<file path="config.mk">
export PLATFORM = sky130hd
export DESIGN_NAME = freq_sel_top
export DESIGN_NICKNAME = d
export VERILOG_FILES = /design/src/rtl/freq_sel_pkg.sv /design/src/rtl/strap_latch.sv /design/src/rtl/freq_src_mux.sv /design/src/rtl/divider_select.sv /design/src/rtl/freq_sel_top.sv
export SDC_FILE = /design/constraint.sdc
export NUM_CORES = 1
export LEC_CHECK = 0
export BUFFER_PORTS_ARGS = -buffer_cell sky130_fd_sc_hd__buf_2
export CORE_ASPECT_RATIO = 1.5
export CORE_MARGIN = 5
export CORE_UTILIZATION = 44
export CTS_BUF_LIST = sky130_fd_sc_hd__clkbuf_4
export DETAILED_ROUTE_END_ITERATION = 6
export GPL_ROUTABILITY_DRIVEN = 0
export PLACE_DENSITY = 0.87
export SLEW_MARGIN = 20
export SYNTH_ARGS = -nofsm -noshare
export SYNTH_HDL_FRONTEND = slang
export SYNTH_SLANG_ARGS = --single-unit
</file>
<file path="constraint.sdc">
create_clock -name clk -period 1.9 [get_ports clk]
set_input_delay 0.095 -clock clk [delete_from_list [all_inputs] [get_ports clk]]
set_output_delay 0.095 -clock clk [all_outputs]
set_load 0.02 [all_outputs]
</file>
<file path="src/rtl/freq_sel_pkg.sv">
package freq_sel_pkg;

  localparam int CPU_DW = 3;
  localparam int AGP_DW = 4;
  localparam int PCI_DW = 5;
  localparam int FIX_W  = 10;

  typedef struct packed {
    logic [CPU_DW-1:0] cpu;
    logic [AGP_DW-1:0] agp;
    logic [PCI_DW-1:0] pci;
  } ratio_t;

  // VCO divide values for each ratio select code
  function automatic ratio_t ratio_lookup(input logic [2:0] sel);
    ratio_t r;
    unique case (sel)
      3'd0, 3'd1: r = '{cpu: 3'd2, agp: 4'd6,  pci: 5'd12};
      3'd2:       r = '{cpu: 3'd3, agp: 4'd6,  pci: 5'd12};
      3'd3:       r = '{cpu: 3'd4, agp: 4'd10, pci: 5'd20};
      3'd4, 3'd5: r = '{cpu: 3'd6, agp: 4'd5,  pci: 5'd10};
      default:    r = '{cpu: 3'd3, agp: 4'd5,  pci: 5'd10};
    endcase
    return r;
  endfunction

  // Fixed-mode 3V66 frequency in 100 kHz units; PCI is half of it
  function automatic logic [FIX_W-1:0] fix_agp_lookup(input logic [1:0] sel);
    logic [FIX_W-1:0] f;
    unique case (sel)
      2'd0:    f = 10'd720;
      2'd1:    f = 10'd640;
      2'd2:    f = 10'd768;
      default: f = 10'd672;
    endcase
    return f;
  endfunction

endpackage

</file>
<file path="src/rtl/strap_latch.sv">
module strap_latch #(
  parameter int FS_W = 5
) (
  input  logic            clk,
  input  logic            rst_n,
  input  logic            pwr_good,
  input  logic [FS_W-1:0] fs_strap,
  input  logic            cur_strap,
  input  logic            mf_pin,
  output logic [FS_W-1:0] lat_fs,
  output logic            lat_cur,
  output logic            strap_done,
  output logic            pwr_dn
);

  logic pg_q;
  logic pg_rise;
  logic capture;

  assign pg_rise = pwr_good & ~pg_q;
  assign capture = pg_rise & ~strap_done;

  always_ff @(posedge clk) begin
    if (!rst_n) begin
      pg_q       <= 1'b0;
      lat_fs     <= '0;
      lat_cur    <= 1'b0;
      strap_done <= 1'b0;
      pwr_dn     <= 1'b0;
    end else begin
      pg_q   <= pwr_good;
      pwr_dn <= strap_done & ~mf_pin;
      if (capture) begin
        lat_fs     <= fs_strap;
        lat_cur    <= cur_strap;
        strap_done <= 1'b1;
      end
    end
  end


  latch_hold_chk: assert property (@(posedge clk) disable iff (!rst_n)
    (strap_done && $past(strap_done)) |-> ($stable(lat_fs) && $stable(lat_cur)));


  pd_before_cap_chk: assert property (@(posedge clk) disable iff (!rst_n)
    !$past(strap_done) |-> !pwr_dn);


  done_sticky_chk: assert property (@(posedge clk) disable iff (!rst_n)
    strap_done |=> strap_done);

endmodule

</file>
<file path="src/rtl/freq_src_mux.sv">
module freq_src_mux #(
  parameter int FS_W = 5,
  parameter int N_W  = 9,
  parameter int M_W  = 5
) (
  input  logic            clk,
  input  logic            rst_n,
  input  logic [FS_W-1:0] lat_fs,
  input  logic            sw_sel_en,
  input  logic [FS_W-1:0] sw_code,
  input  logic            mn_en,
  input  logic [N_W-1:0]  n_div,
  input  logic [M_W-1:0]  m_div,
  input  logic            wdt_expired,
  input  logic            safe_en,
  input  logic [FS_W-1:0] safe_code,
  output logic [FS_W-1:0] freq_code,
  output logic            mn_mode,
  output logic [N_W-1:0]  n_out,
  output logic [M_W-1:0]  m_out
);

  logic [FS_W-1:0] normal_code;
  logic [FS_W-1:0] override_code;
  logic [FS_W-1:0] next_code;
  logic            mn_active;

  assign normal_code   = sw_sel_en ? sw_code : lat_fs;
  assign override_code = safe_en ? safe_code : lat_fs;
  assign next_code     = wdt_expired ? override_code : normal_code;
  assign mn_active     = mn_en & ~wdt_expired;

  always_ff @(posedge clk) begin
    if (!rst_n) begin
      freq_code <= '0;
      mn_mode   <= 1'b0;
      n_out     <= '0;
      m_out     <= '0;
    end else begin
      freq_code <= next_code;
      mn_mode   <= mn_active;
      n_out     <= mn_active ? n_div : '0;
      m_out     <= mn_active ? m_div : '0;
    end
  end


  hw_path_chk: assert property (@(posedge clk) disable iff (!rst_n)
    $past(!wdt_expired && !sw_sel_en) |-> (freq_code == $past(lat_fs)));


  wdt_drops_mn_chk: assert property (@(posedge clk) disable iff (!rst_n)
    wdt_expired |=> !mn_mode);


  mn_idle_zero_chk: assert property (@(posedge clk) disable iff (!rst_n)
    !mn_mode |-> (n_out == '0 && m_out == '0));

endmodule

</file>
<file path="src/rtl/divider_select.sv">
module divider_select
  import freq_sel_pkg::*;
(
  input  logic              clk,
  input  logic              rst_n,
  input  logic [2:0]        ratio_sel,
  input  logic              fix_en,
  input  logic [1:0]        fix_sel,
  output logic [CPU_DW-1:0] cpu_div,
  output logic [AGP_DW-1:0] agp_div,
  output logic [PCI_DW-1:0] pci_div,
  output logic              fix_mode,
  output logic [FIX_W-1:0]  fix_agp,
  output logic [FIX_W-1:0]  fix_pci
);

  ratio_t           ratio_next;
  logic [FIX_W-1:0] agp_next;

  assign ratio_next = ratio_lookup(ratio_sel);
  assign agp_next   = fix_en ? fix_agp_lookup(fix_sel) : '0;

  always_ff @(posedge clk) begin
    if (!rst_n) begin
      cpu_div  <= '0;
      agp_div  <= '0;
      pci_div  <= '0;
      fix_mode <= 1'b0;
      fix_agp  <= '0;
      fix_pci  <= '0;
    end else begin
      cpu_div  <= ratio_next.cpu;
      agp_div  <= ratio_next.agp;
      pci_div  <= ratio_next.pci;
      fix_mode <= fix_en;
      fix_agp  <= agp_next;
      fix_pci  <= agp_next >> 1;
    end
  end


  pci_twice_agp_chk: assert property (@(posedge clk) disable iff (!rst_n)
    ({1'b0, pci_div} == {agp_div, 1'b0}));


  fix_half_chk: assert property (@(posedge clk) disable iff (!rst_n)
    ({1'b0, fix_agp} == {fix_pci, 1'b0}));


  fix_off_chk: assert property (@(posedge clk) disable iff (!rst_n)
    !fix_mode |-> (fix_agp == '0));

endmodule

</file>
<file path="src/rtl/freq_sel_top.sv">
module freq_sel_top
  import freq_sel_pkg::*;
#(
  parameter int FS_W = 5,
  parameter int N_W  = 9,
  parameter int M_W  = 5
) (
  input  logic              clk,
  input  logic              rst_n,
  input  logic              pwr_good,
  input  logic [FS_W-1:0]   fs_strap,
  input  logic              cur_strap,
  input  logic              mf_pin,
  input  logic              sw_sel_en,
  input  logic [FS_W-1:0]   sw_code,
  input  logic              mn_en,
  input  logic [N_W-1:0]    n_div,
  input  logic [M_W-1:0]    m_div,
  input  logic              wdt_expired,
  input  logic              safe_en,
  input  logic [FS_W-1:0]   safe_code,
  input  logic [2:0]        ratio_sel,
  input  logic              fix_en,
  input  logic [1:0]        fix_sel,
  output logic [FS_W-1:0]   freq_code,
  output logic              mn_mode,
  output logic [N_W-1:0]    n_out,
  output logic [M_W-1:0]    m_out,
  output logic [CPU_DW-1:0] cpu_div,
  output logic [AGP_DW-1:0] agp_div,
  output logic [PCI_DW-1:0] pci_div,
  output logic              fix_mode,
  output logic [FIX_W-1:0]  fix_agp,
  output logic [FIX_W-1:0]  fix_pci,
  output logic [FS_W-1:0]   lat_fs,
  output logic              lat_cur,
  output logic              strap_done,
  output logic              pwr_dn
);

  strap_latch #(.FS_W(FS_W)) u_latch (
    .clk        (clk),
    .rst_n      (rst_n),
    .pwr_good   (pwr_good),
    .fs_strap   (fs_strap),
    .cur_strap  (cur_strap),
    .mf_pin     (mf_pin),
    .lat_fs     (lat_fs),
    .lat_cur    (lat_cur),
    .strap_done (strap_done),
    .pwr_dn     (pwr_dn)
  );

  freq_src_mux #(.FS_W(FS_W), .N_W(N_W), .M_W(M_W)) u_mux (
    .clk         (clk),
    .rst_n       (rst_n),
    .lat_fs      (lat_fs),
    .sw_sel_en   (sw_sel_en),
    .sw_code     (sw_code),
    .mn_en       (mn_en),
    .n_div       (n_div),
    .m_div       (m_div),
    .wdt_expired (wdt_expired),
    .safe_en     (safe_en),
    .safe_code   (safe_code),
    .freq_code   (freq_code),
    .mn_mode     (mn_mode),
    .n_out       (n_out),
    .m_out       (m_out)
  );

  divider_select u_div (
    .clk       (clk),
    .rst_n     (rst_n),
    .ratio_sel (ratio_sel),
    .fix_en    (fix_en),
    .fix_sel   (fix_sel),
    .cpu_div   (cpu_div),
    .agp_div   (agp_div),
    .pci_div   (pci_div),
    .fix_mode  (fix_mode),
    .fix_agp   (fix_agp),
    .fix_pci   (fix_pci)
  );


  idle_before_cap_chk: assert property (@(posedge clk) disable iff (!rst_n)
    !strap_done |-> (lat_fs == '0 && !lat_cur && !pwr_dn));

endmodule

</file>
; ---- After elaboration in Yosys (flattened, before gate mapping)
; Index checks and enable logic that the tools add are counted.
; W data, S select, Z words.
[word_totals]
register_bits = 53
input_bits = 44
out_inout_bits = 61
word_cells = 43
[op_classes]
n_eq_ne = 7
mux = 6
n_bitwise = 8
n_reduce_logical = 6
[op_table]
columns = cell, count
row1 = $pmux W12 S4, 1
row2 = $pmux W9 S3, 1
row3 = $mux W5, 3
row4 = $mux W10, 1
row5 = $eq A3 B2 Y1 const B, 2
row6 = $eq A3 B3 Y1 const B, 2
row7 = $and A1 B1 Y1, 4
row8 = $not A1 Y1, 4
row9 = $reduce_and A2 Y1, 2
row10 = $reduce_or A2 Y1, 2
row11 = $eq A3 B1 Y1 const B, 1
row12 = $logic_not A3 Y1, 1
row13 = $eq A2 B1 Y1 const B, 1
row14 = $eq A2 B2 Y1 const B, 1
row15 = $logic_not A2 Y1, 1

; ---- Longest topological paths before layout
; Gate-level depths: netlist (run 1).
[depth]
depth_word = 3
ltp_mapped = 4
mapped_depth_nobuf = 3

; ---- Cells and area by module
; A second synthesis (run 1) with hierarchy kept.
[hier_totals]
hier_cells = 143
area_unflattened_um2 = 1531.5
[modules_own_cells]
columns = mod, instances, cells_per_inst, area_each_um2, seq_area_each_um2
row1 = freq_src_mux, 1, 60, 708.2, 400.4
row2 = divider_select, 1, 50, 484.2, 220.2
row3 = strap_latch, 1, 33, 339.1, 180.2

; ---- Worst setup path before layout (run 1)
; Ideal clock, no wire load.
[synth_timing]
kind = flip-flop to flip-flop
start = register u_latch.strap_done
end = register u_latch.lat_cur
setup_ns = 0.116
arrival_time_ns = 1.045
required_ns = 1.784
path_slack_ns = 0.739
stages_incl_launch_ff = 4
n_path_buf = 0
period_less_slack_ns = 1.161
path_cell_list = dfxtp_1 -> nor3b_4 -> mux2i_1 -> nor2b_1
[synth_between]
elab_chain_cells = 2
[synth_rtl]
columns = element, line_no
row1 = "start, declared", strap_latch.sv:12  ; output logic strap_done,
row2 = "start signal, assigned", strap_latch.sv:28  ; strap_done <= 1'b0;
row3 = "start signal, assigned", strap_latch.sv:36  ; strap_done <= 1'b1;
row4 = $not A1 Y1, strap_latch.sv:21  ; assign capture = pg_rise & ~strap_done;
row5 = $and A1 B1 Y1, strap_latch.sv:21
row6 = "end signal, assigned", strap_latch.sv:35  ; lat_cur <= cur_strap;
row7 = "end, declared", strap_latch.sv:11  ; output logic lat_cur,
; Every way passes these cells.
; A chain may end at the register's enable or synchronous reset.

; ---- Final worst setup path (run 1)
[layout_timing]
start = input port fix_sel[1]
end = register u_div.fix_pci[5]
[layout_between]
elab_chain_cells = 3
elab_cells_between_ends = 5
classes_between = eq/ne (2) / mux (2) / reduce/logical (1)
[layout_rtl]
columns = element, line_no
row1 = "start, declared", freq_sel_top.sv:24  ; input logic [1:0] fix_sel,
row2 = "$eq A2 B2 Y1, or another cell as far along", freq_sel_pkg.sv:30  ; unique case (sel)
row3 = $pmux W9 S3 *, freq_sel_pkg.sv:30
row4 = $mux W10 *, divider_select.sv:21  ; assign agp_next = fix_en ? fix_agp_lookup(fix_sel) : '0;
row5 = "end signal, assigned", divider_select.sv:37  ; fix_pci <= agp_next >> 1;
row6 = "end, declared", divider_select.sv:14  ; output logic [FIX_W-1:0] fix_pci
; Mark *: on every way between the ends. The rest lies on a longest branch, timed or not.

==> flow_metrics.env, run 1 <==
export IMPL_antenna_found_initial=0
export IMPL_cts_sinks=40
export IMPL_drive_above_1_share_pct=43.33
export IMPL_r2r_end="u_latch.lat_fs[3]"
export IMPL_first_iter_violations=14
export IMPL_drcViolationCount=0
export IMPL_htreeDepth=2
export IMPL_cts_reportedPaths_clkPinSlew_ns=0.11
export IMPL_holdWs_ns=0.01048
export IMPL_setup_tns_ns=0
export IMPL_wl_met3_um=309
export IMPL_wl_per_cell_um=13.92
export IMPL_synth_area_mm2=0.001410
export IMPL_ir_worst_vdd_mv=0.7703
export IMPL_wl_met2_um=2082
export IMPL_grt_max_degree=22
export IMPL_hp_class="in2reg"
export IMPL_seq_area_frac_synth_pct=56.79
export IMPL_clock_path_buffers=2
export IMPL_top_layer="met4"
export IMPL_grt_setup_unrepaired="false"
export IMPL_worstPathRequired_ns=2.19
export IMPL_path_class="in2reg"
export IMPL_diodes=0
export IMPL_numCtsBuffers=5
export IMPL_power_density_mw_per_mm2=879.5
export IMPL_via_per_inst=4.468
export IMPL_cts_root_buf="clkbuf_4"
export IMPL_insertion_delay_ns=0.34
export IMPL_die_w_um=56.22
export IMPL_p_leak_nw=1.129
export IMPL_crit_arrival_ns=1.56
export IMPL_dieArea_mm2=0.004460
export IMPL_io_pins=105
export IMPL_dieHeight_um=79.34
export IMPL_area_growth_pct=48.54
export IMPL_synth_cell_types=21
export IMPL_row_count=25
export IMPL_reg2reg_from="u_latch.strap_done"
export IMPL_syn_mean_instance_area_um2=10.52
export IMPL_grt_total_usage_pct=18.45
export IMPL_fill_cells=252
export IMPL_setup_viol=0
export IMPL_place_inst=252
export IMPL_grt_remaining_overflow=0
export IMPL_syn_inst=134
export IMPL_vias=1251
export IMPL_hold_viol_final=0
export IMPL_fin_skew_ns=0.006396
export IMPL_met1Wirelength_um=1382
export IMPL_min_period_over_period_pct=66.52
export IMPL_slew_headroom_pct=54.64
export IMPL_max_cap_violations=0
export IMPL_r2r_cells=3
export IMPL_ff_latch_area_um2=800.8
export IMPL_startpoint="fix_sel[1]"
export IMPL_routed_wl_um=3897
export IMPL_worstSetupEndpoint="u_div.fix_pci[5]"
export IMPL_fin_nets=284
export IMPL_cts_tree="done"
export IMPL_multi_input_area_um2=449.2
export IMPL_ys_warn_count=0
export IMPL_initial_core_util_pct=45.08
export IMPL_grt_pass1_vias=1330
export IMPL_stdcell_count=280
export IMPL_hpwl_um=2743
export IMPL_fmax_mhz=791.3
export IMPL_drv_slew=0
export IMPL_rrSetupSlack_ns=0.71
export IMPL_status="complete, no violations"
export IMPL_critPathMaxFanout=4
export IMPL_first_pass_iters=4
export IMPL_end_kind="flip-flop"
export IMPL_ant_nets=0
export IMPL_io_buffers=95
export IMPL_period_needed_ns=1.264
export IMPL_worst_slew_pin_slew_ns=0.6779
export IMPL_startpoint_type="input pin"
export IMPL_ys_ff_latch=40
export IMPL_core_area_mm2=0.003128
export IMPL_grt_pass1_wl_um=6382
-- per-layer routing --
layer / vias to the layer above / GRT usage, %
met1: 553 / 18.95
li1: 611 / -
met2: 74 / 32.79
met4: 0 / 10.45
met3: 13 / 5.528
met5: - / 0
-- cell usage after synthesis, drive strengths merged --
master  count  area (um^2)
inv         3        11.26
buf        24        175.2
nand2b      1        6.260
a21o        1        7.510
and3        3        18.77
nor3        1        5.000
a21boi      1        7.510
o21a        1        7.510
clkbuf      1        3.750
nor3b       1        18.77
conb        1        3.750
nand2       5        18.77
nor2b       9        56.30
and2       16        100.1
dfxtp      40        800.8
mux2        1        11.26
a21oi       1        5.000
o221ai      5        43.79
mux2i       6        60.06
nor2       13        48.80
-- worst min path at each step --
stage                       from                end  cells past startpoint
finish               fs_strap[1]  u_latch.lat_fs[1]                      3
global route           cur_strap    u_latch.lat_cur                      3
CTS                     pwr_good       u_latch.pg_q                      2
detailed placement        mf_pin     u_latch.pwr_dn                      2
global placement          mf_pin     u_latch.pwr_dn                      2
floorplan           ratio_sel[2]   u_div.agp_div[1]                      1
-- sequential cells by signal, summed over array words and instances, names as in the netlist --
signal and flops:
u_mux.n_out 9, u_latch.lat_fs 5, u_mux.freq_code 5, u_mux.m_out 5
u_div.agp_div 4, u_div.fix_pci 4, u_div.cpu_div 2, u_div.fix_mode 1
u_latch.lat_cur 1, u_latch.pg_q 1, u_latch.pwr_dn 1, u_latch.strap_done 1
u_mux.mn_mode 1
-- critical path: stages --
cell and delay (ns):
dlygate4sd3_1 0.53, buf_2 0.15, nor3_1 0.20, dlygate4sd3_1 0.58
-- cells by family (layout without fill, tap and decap cells) --
kind of cell / after synthesis / after routing / synth area share (%)
other: 1 / 9 / 0.2659
multiplexers: 7 / 7 / 5.058
flip-flops: 40 / 40 / 56.79
AND/OR/NAND/NOR: 49 / 49 / 19.34
buffers and inverters: 28 / 126 / 13.49
AO/OA/AOI/OAI: 9 / 9 / 5.058
-- final cells by class --
cell class | instances | share of cell area [%]
timing repair buffer | 116 | 32.74
sequential | 40 | 38.23
clock inverter | 2 | 2.867
inverter | 3 | 0.5376
multi-input combinational | 74 | 21.45
clock buffer | 5 | 1.792
tap | 40 | 2.389
-- power by group --
part / switching [W] / internal [W]
sequential: 0.0000195 / 0.000877
clock: 0.000257 / 0.000403
combinational: 0.000160 / 0.000126
total: 0.000436 / 0.00141
-- placed cells by master, fill, tap and decap left out, types with 5 or more instances in the layout --
cell           Yosys  final
dlygate4sd3_1      0     21
o221ai_1           5      5
buf_2              2     95
nor2b_1            9      9
dfxtp_1           40     40
nand2_1            5      5
nor2_1            13     13
conb_1             1      9
clkbuf_4           0      5
mux2i_1            6      6
and2_1            16     16
-- stage by stage --
step / setup slack [ns] / area, um^2 / total power, W / util (%)
5_1_grt: 0.6038 / 2095 / 0.001914 / 66.96
6_report: 0.6362 / 2095 / 0.001842 / 66.96
3_3_place_gp: 0.7022 / 1787 / 0.001160 / 57.12
4_1_cts: 0.6974 / 2085 / 0.001842 / 66.64
3_5_place_dp: 0.6300 / 1787 / 0.001166 / 57.12
2_1_floorplan: 0.7388 / 1440 / 0.001086 / -
-- what timing repair did --
item	CTS	global route
buffers inserted	0	0
hold buffers	20	1
resized for setup	0	0
endpoints found under the hold margin	20	1
No activity file was read; power rests on OpenSTA's default activity.
==> inputs of run 2 (changes only) <==
CORE_UTILIZATION = 41   (was 44)
PLACE_DENSITY = 0.82   (was 0.87)
clock period = 1.29 ns   (was 1.9 ns; I/O delays follow)
==> flow_metrics.env, run 2 (synthesis gave the netlist of run 1 again) <==
export IMPL_area_growth_pct=53.68
export IMPL_dieHeight_um=81.83
export IMPL_place_inst=255
export IMPL_grt_setup_unrepaired="false"
export IMPL_layout_commonest_cell="buf_2"
export IMPL_multi_input_area_um2=449.2
export IMPL_hp_class="in2reg"
export IMPL_period_needed_ns=1.220
export IMPL_r2r_cells=3
export IMPL_routed_wl_um=3788
export IMPL_end_kind="flip-flop"
export IMPL_critical_path_most_common_cell="dlygate4sd3_1"
export IMPL_drcViolationCount=0
export IMPL_cts_reportedPaths_clkPinSlew_ns=0.12
export IMPL_cpPeakStageDelay_ns=0.56
export IMPL_initial_core_util_pct=42.08
export IMPL_cts_sinks=40
export IMPL_path_cells="dlygate4sd3_1 > buf_2 > nor3_1 > dlygate4sd3_1"
export IMPL_ant_nets=0
export IMPL_cts_resized=0
export IMPL_power_density_mw_per_mm2=1179
export IMPL_clock_path_buffers=2
export IMPL_insertion_delay_ns=0.34
export IMPL_io_buffers=95
export IMPL_grt_total_usage_pct=15.62
export IMPL_crit_arrival_ns=1.50
export IMPL_htreeDepth=2
export IMPL_cts_tree="done"
export IMPL_row_count=26
export IMPL_ff_latch_area_um2=800.8
export IMPL_critPathTopFamily="buffers and inverters"
export IMPL_startpoint_type="input pin"
export IMPL_postCtsHoldBufs=29
export IMPL_largest_reg_flops=9
export IMPL_via_per_inst=4.298
export IMPL_grt_pass1_vias=1211
export IMPL_die_w_um=57.89
export IMPL_p_leak_nw=1.163
export IMPL_fill_cells=290
export IMPL_first_pass_iters=4
export IMPL_first_iter_violations=25
export IMPL_setup_tns_ns=0
export IMPL_core_area_mm2=0.003351
export IMPL_fin_nets=293
export IMPL_fmax_mhz=819.7
export IMPL_crit_cells=4
export IMPL_place_area_mm2=0.001797
export IMPL_status="complete, no violations"
export IMPL_cts_setup_buffers=0
export IMPL_wl_per_cell_um=12.97
export IMPL_antenna_found_initial=0
export IMPL_worst_path_buf_inv=3
export IMPL_critPathMaxFanout=4
export IMPL_final_cell_mix="95 x buf_2, 40 x dfxtp_1, 29 x dlygate4sd3_1"
export IMPL_ir_worst_vdd_mv=0.7956
export IMPL_fin_skew_ns=0.01146
export IMPL_worstPathRequired_ns=1.57
export IMPL_vias=1255
export IMPL_stdcell_count=292
export IMPL_hold_viol_final=0
export IMPL_grt_remaining_overflow=0
export IMPL_drv_slew=0
export IMPL_drive_above_1_share_pct=42.40
export IMPL_grt_pass1_wl_um=5526
export IMPL_grt_max_degree=22
export IMPL_holdWs_ns=0.02183
export IMPL_fin_util_pct=64.68
export IMPL_diodes=0
export IMPL_io_pins=105
export IMPL_hpwl_um=2670
export IMPL_cts_root_buf="clkbuf_4"
export IMPL_top_register="u_mux.n_out"
export IMPL_design_area_mm2=0.002167
export IMPL_path_class="in2reg"
export IMPL_slowest_stage="dlygate4sd3_1"
export IMPL_setup_viol=0
export IMPL_dieArea_mm2=0.004736
export IMPL_whs_path_depth=3
export IMPL_max_cap_violations=0
export IMPL_numCtsBuffers=5
export IMPL_min_period_over_period_pct=94.57
run 2: cell types whose count changed in the layout (fill, tap and decap cells not counted):
cell,change
buf_4,+1
dlygate4sd3_1,+8
clkinv_2,+1
clkbuf_4,+1
bufinv_16,-1
run 2: power by group:
| group | internal [W] | switching (W) | total, W | leakage (nW) |
|---|---|---|---|---|
| clock network | 0.000427 | 0.000373 | 0.000801 | 0.0456 |
| registers | 0.00129 | 0.0000268 | 0.00132 | 0.328 |
| logic | 0.000202 | 0.000234 | 0.000436 | 0.789 |
| total | 0.00192 | 0.000633 | 0.00256 | 1.16 |
run 2: final timing paths:
check	startpoint	end	slack, ns
max	fix_sel[1]	u_div.fix_pci[5]	0.07
min	sw_code[3]	u_mux.freq_code[3]	0.02
max reg2reg	u_latch.strap_done	u_latch.lat_fs[0]	0.11
min reg2reg	u_latch.lat_fs[3]	u_mux.freq_code[3]	0.51
run 2: routing by layer:
metal	GRT usage, %	part of all wire (%)
met1	14.72	33
met2	29.52	53
met3	3.774	9.7
met4	9.745	3.9
met5	0	0
run 2: layout make-up:
cell class	instances	share of cell area [%]
Clock buffer	6	2.079
Clock inverter	2	1.617
Inverter	3	0.5196
Multi-Input combinational cell	74	20.73
Sequential cell	40	36.95
Tap cell	42	2.425
Timing Repair Buffer	125	35.68
run 2: worst register-to-register path: cells and delay by family, from the launching register on:
family | cells | cell delay, ns
flip-flops | 1 | 0.37
AND/OR/NAND/NOR | 2 | 0.47
multiplexers | 1 | 0.24
run 2: through the flow:
| stage | worst slack [ns] | power, W |
|---|---|---|
| floorplan | 0.1288 | 0.001600 |
| global placement | 0.1529 | 0.001705 |
| detailed placement | 0.1237 | 0.001715 |
| CTS | 0.09743 | 0.002586 |
| global route | 0.03791 | 0.002683 |
| finish | 0.07000 | 0.002555 |
==> inputs of run 3 (changes only) <==
--- a/constraint.sdc
+++ b/constraint.sdc
@@ -3,2 +3,2 @@
 set_output_delay 0.0645 -clock clk [all_outputs]
-set_load 0.02 [all_outputs]
+set_load 0.1 [all_outputs]
==> flow_metrics.env, run 3 (synthesis gave the netlist of run 1 again) <==
export IMPL_status="complete, no violations"
export IMPL_grt_setup_unrepaired="false"
export IMPL_largest_reg_flops=9
export IMPL_hp_class="in2reg"
export IMPL_initial_core_util_pct=42.08
export IMPL_dieHeight_um=81.83
export IMPL_place_area_mm2=0.001812
export IMPL_layout_commonest_cell="buf_2"
export IMPL_io_buffers=95
export IMPL_period_needed_ns=1.231
export IMPL_area_growth_pct=55.63
export IMPL_via_per_inst=4.208
export IMPL_max_cap_violations=0
export IMPL_drive_above_1_share_pct=46.40
export IMPL_fin_nets=293
export IMPL_vias=1233
export IMPL_fmax_mhz=812.5
export IMPL_p_clk_share_pct=25.8
export IMPL_drv_slew=0
export IMPL_wl_per_cell_um=12.47
export IMPL_antenna_found_initial=0
export IMPL_power_share_switching_pct=37.55
export IMPL_dieArea_mm2=0.004736
export IMPL_core_area_mm2=0.003351
export IMPL_io_pins=105
export IMPL_ant_nets=0
export IMPL_drcViolationCount=0
export IMPL_power_density_mw_per_mm2=1405
export IMPL_cts_setup_buffers=0
export IMPL_p_leak_nw=1.165
export IMPL_cts_tree="done"
export IMPL_numCtsBuffers=5
export IMPL_first_iter_violations=41
export IMPL_slowest_stage="buf_2"
export IMPL_htreeDepth=2
export IMPL_path_class="reg2out"
export IMPL_finalPower_w=0.003084
export IMPL_p_int_w=0.001926
export IMPL_path_cells="buf_2"
export IMPL_insertion_delay_ns=0.33
export IMPL_grt_max_degree=22
export IMPL_row_count=26
export IMPL_first_pass_iters=2
export IMPL_final_cell_mix="91 x buf_2, 30 x dfxtp_1, 29 x dlygate4sd3_1"
export IMPL_setup_tns_ns=0
export IMPL_multi_input_area_um2=449.2
export IMPL_grt_remaining_overflow=0
export IMPL_clock_path_buffers=2
export IMPL_hpwl_um=2630
export IMPL_worst_path_buf_inv=1
export IMPL_startpoint_type="flip-flop"
export IMPL_cts_root_buf="clkbuf_4"
export IMPL_worstPathRequired_ns=1.23
export IMPL_cts_sinks=40
export IMPL_grt_pass1_wl_um=5361
export IMPL_ff_latch_area_um2=815.8
export IMPL_p_seq_share_pct=42.9
export IMPL_grt_total_usage_pct=15.32
export IMPL_cpPeakStageDelay_ns=0.45
export IMPL_hold_viol_final=0
export IMPL_routed_wl_um=3655
export IMPL_fin_skew_ns=0.002993
export IMPL_fill_cells=278
export IMPL_crit_arrival_ns=1.17
export IMPL_die_w_um=57.89
export IMPL_design_area_mm2=0.002195
export IMPL_min_period_over_period_pct=95.41
export IMPL_grt_pass1_vias=1186
export IMPL_setup_viol=0
export IMPL_end_kind="output pin"
export IMPL_critPathMaxFanout=3
export IMPL_top_register="u_mux.n_out"
export IMPL_ir_worst_vdd_mv=1.136
export IMPL_cts_reportedPaths_clkPinSlew_ns=0.11
export IMPL_critPathTopFamily="buffers and inverters"
export IMPL_switchingPower_w=0.001158
export IMPL_power_frac_comb_pct=31.3
## run 3: what timing repair did
action / CTS / global route
setup endpoints to repair: 0 / 4
hold endpoints to repair: 32 / 0
resized for setup: 0 / 4
hold buffers: 29 / 0
## run 3: final timing paths
kind,startpoint,endpoint,slack (ns),cells past startpoint
max,u_latch.lat_fs[2],lat_fs[2],0.06,1
min,sw_code[2],u_mux.freq_code[2],0.02,3
max reg2reg,u_latch.pg_q,u_latch.lat_fs[1],0.14,3
min reg2reg,u_latch.strap_done,u_latch.pwr_dn,0.50,2
## run 3: per-stage QoR
stage                     hold slack (ns)  setup slack [ns]  util [%]  cells
final                             0.02151           0.05926     65.50    293
after global routing             0.003996          0.001908     65.42    292
after CTS                        0.008657           0.02878     65.12    292
after detailed placement           0.2240            0.1453     54.07    255
after global placement             0.2210            0.1684     54.07    255
after floorplan                    0.1287           0.01228         -    142
## run 3: area by class of cell
| type | count | share of cell area, % |
|---|---|---|
| diodes | 1 | 0.1140 |
| repair buffers | 125 | 35.69 |
| clock buffers | 6 | 2.052 |
| well taps | 42 | 2.395 |
| flip-flops and latches | 40 | 37.17 |
| multi-input cells | 74 | 20.47 |
| inverters | 3 | 0.5131 |
| clock inverters | 2 | 1.596 |
## run 3: per-layer routing
metal | GRT usage (%) | vias up | part of all wire, %
li1 | - | 631 | -
met1 | 15.10 | 524 | 34
met2 | 27.38 | 72 | 53
met3 | 4.560 | 6 | 12
met4 | 9.977 | 0 | 1.8
met5 | 0 | - | 0
## run 3: power by group through the flow
| stage | clock network (W) | registers [W] | logic [W] |
|---|---|---|---|
| global route | 0.000891 | 0.00133 | 0.00100 |
| finish | 0.000796 | 0.00132 | 0.000965 |
| CTS | 0.000826 | 0.00132 | 0.000965 |
| global placement | 0 | 0.00135 | 0.000891 |
| floorplan | 0 | 0.00175 | 0.000380 |
| detailed placement | 0 | 0.00135 | 0.000896 |
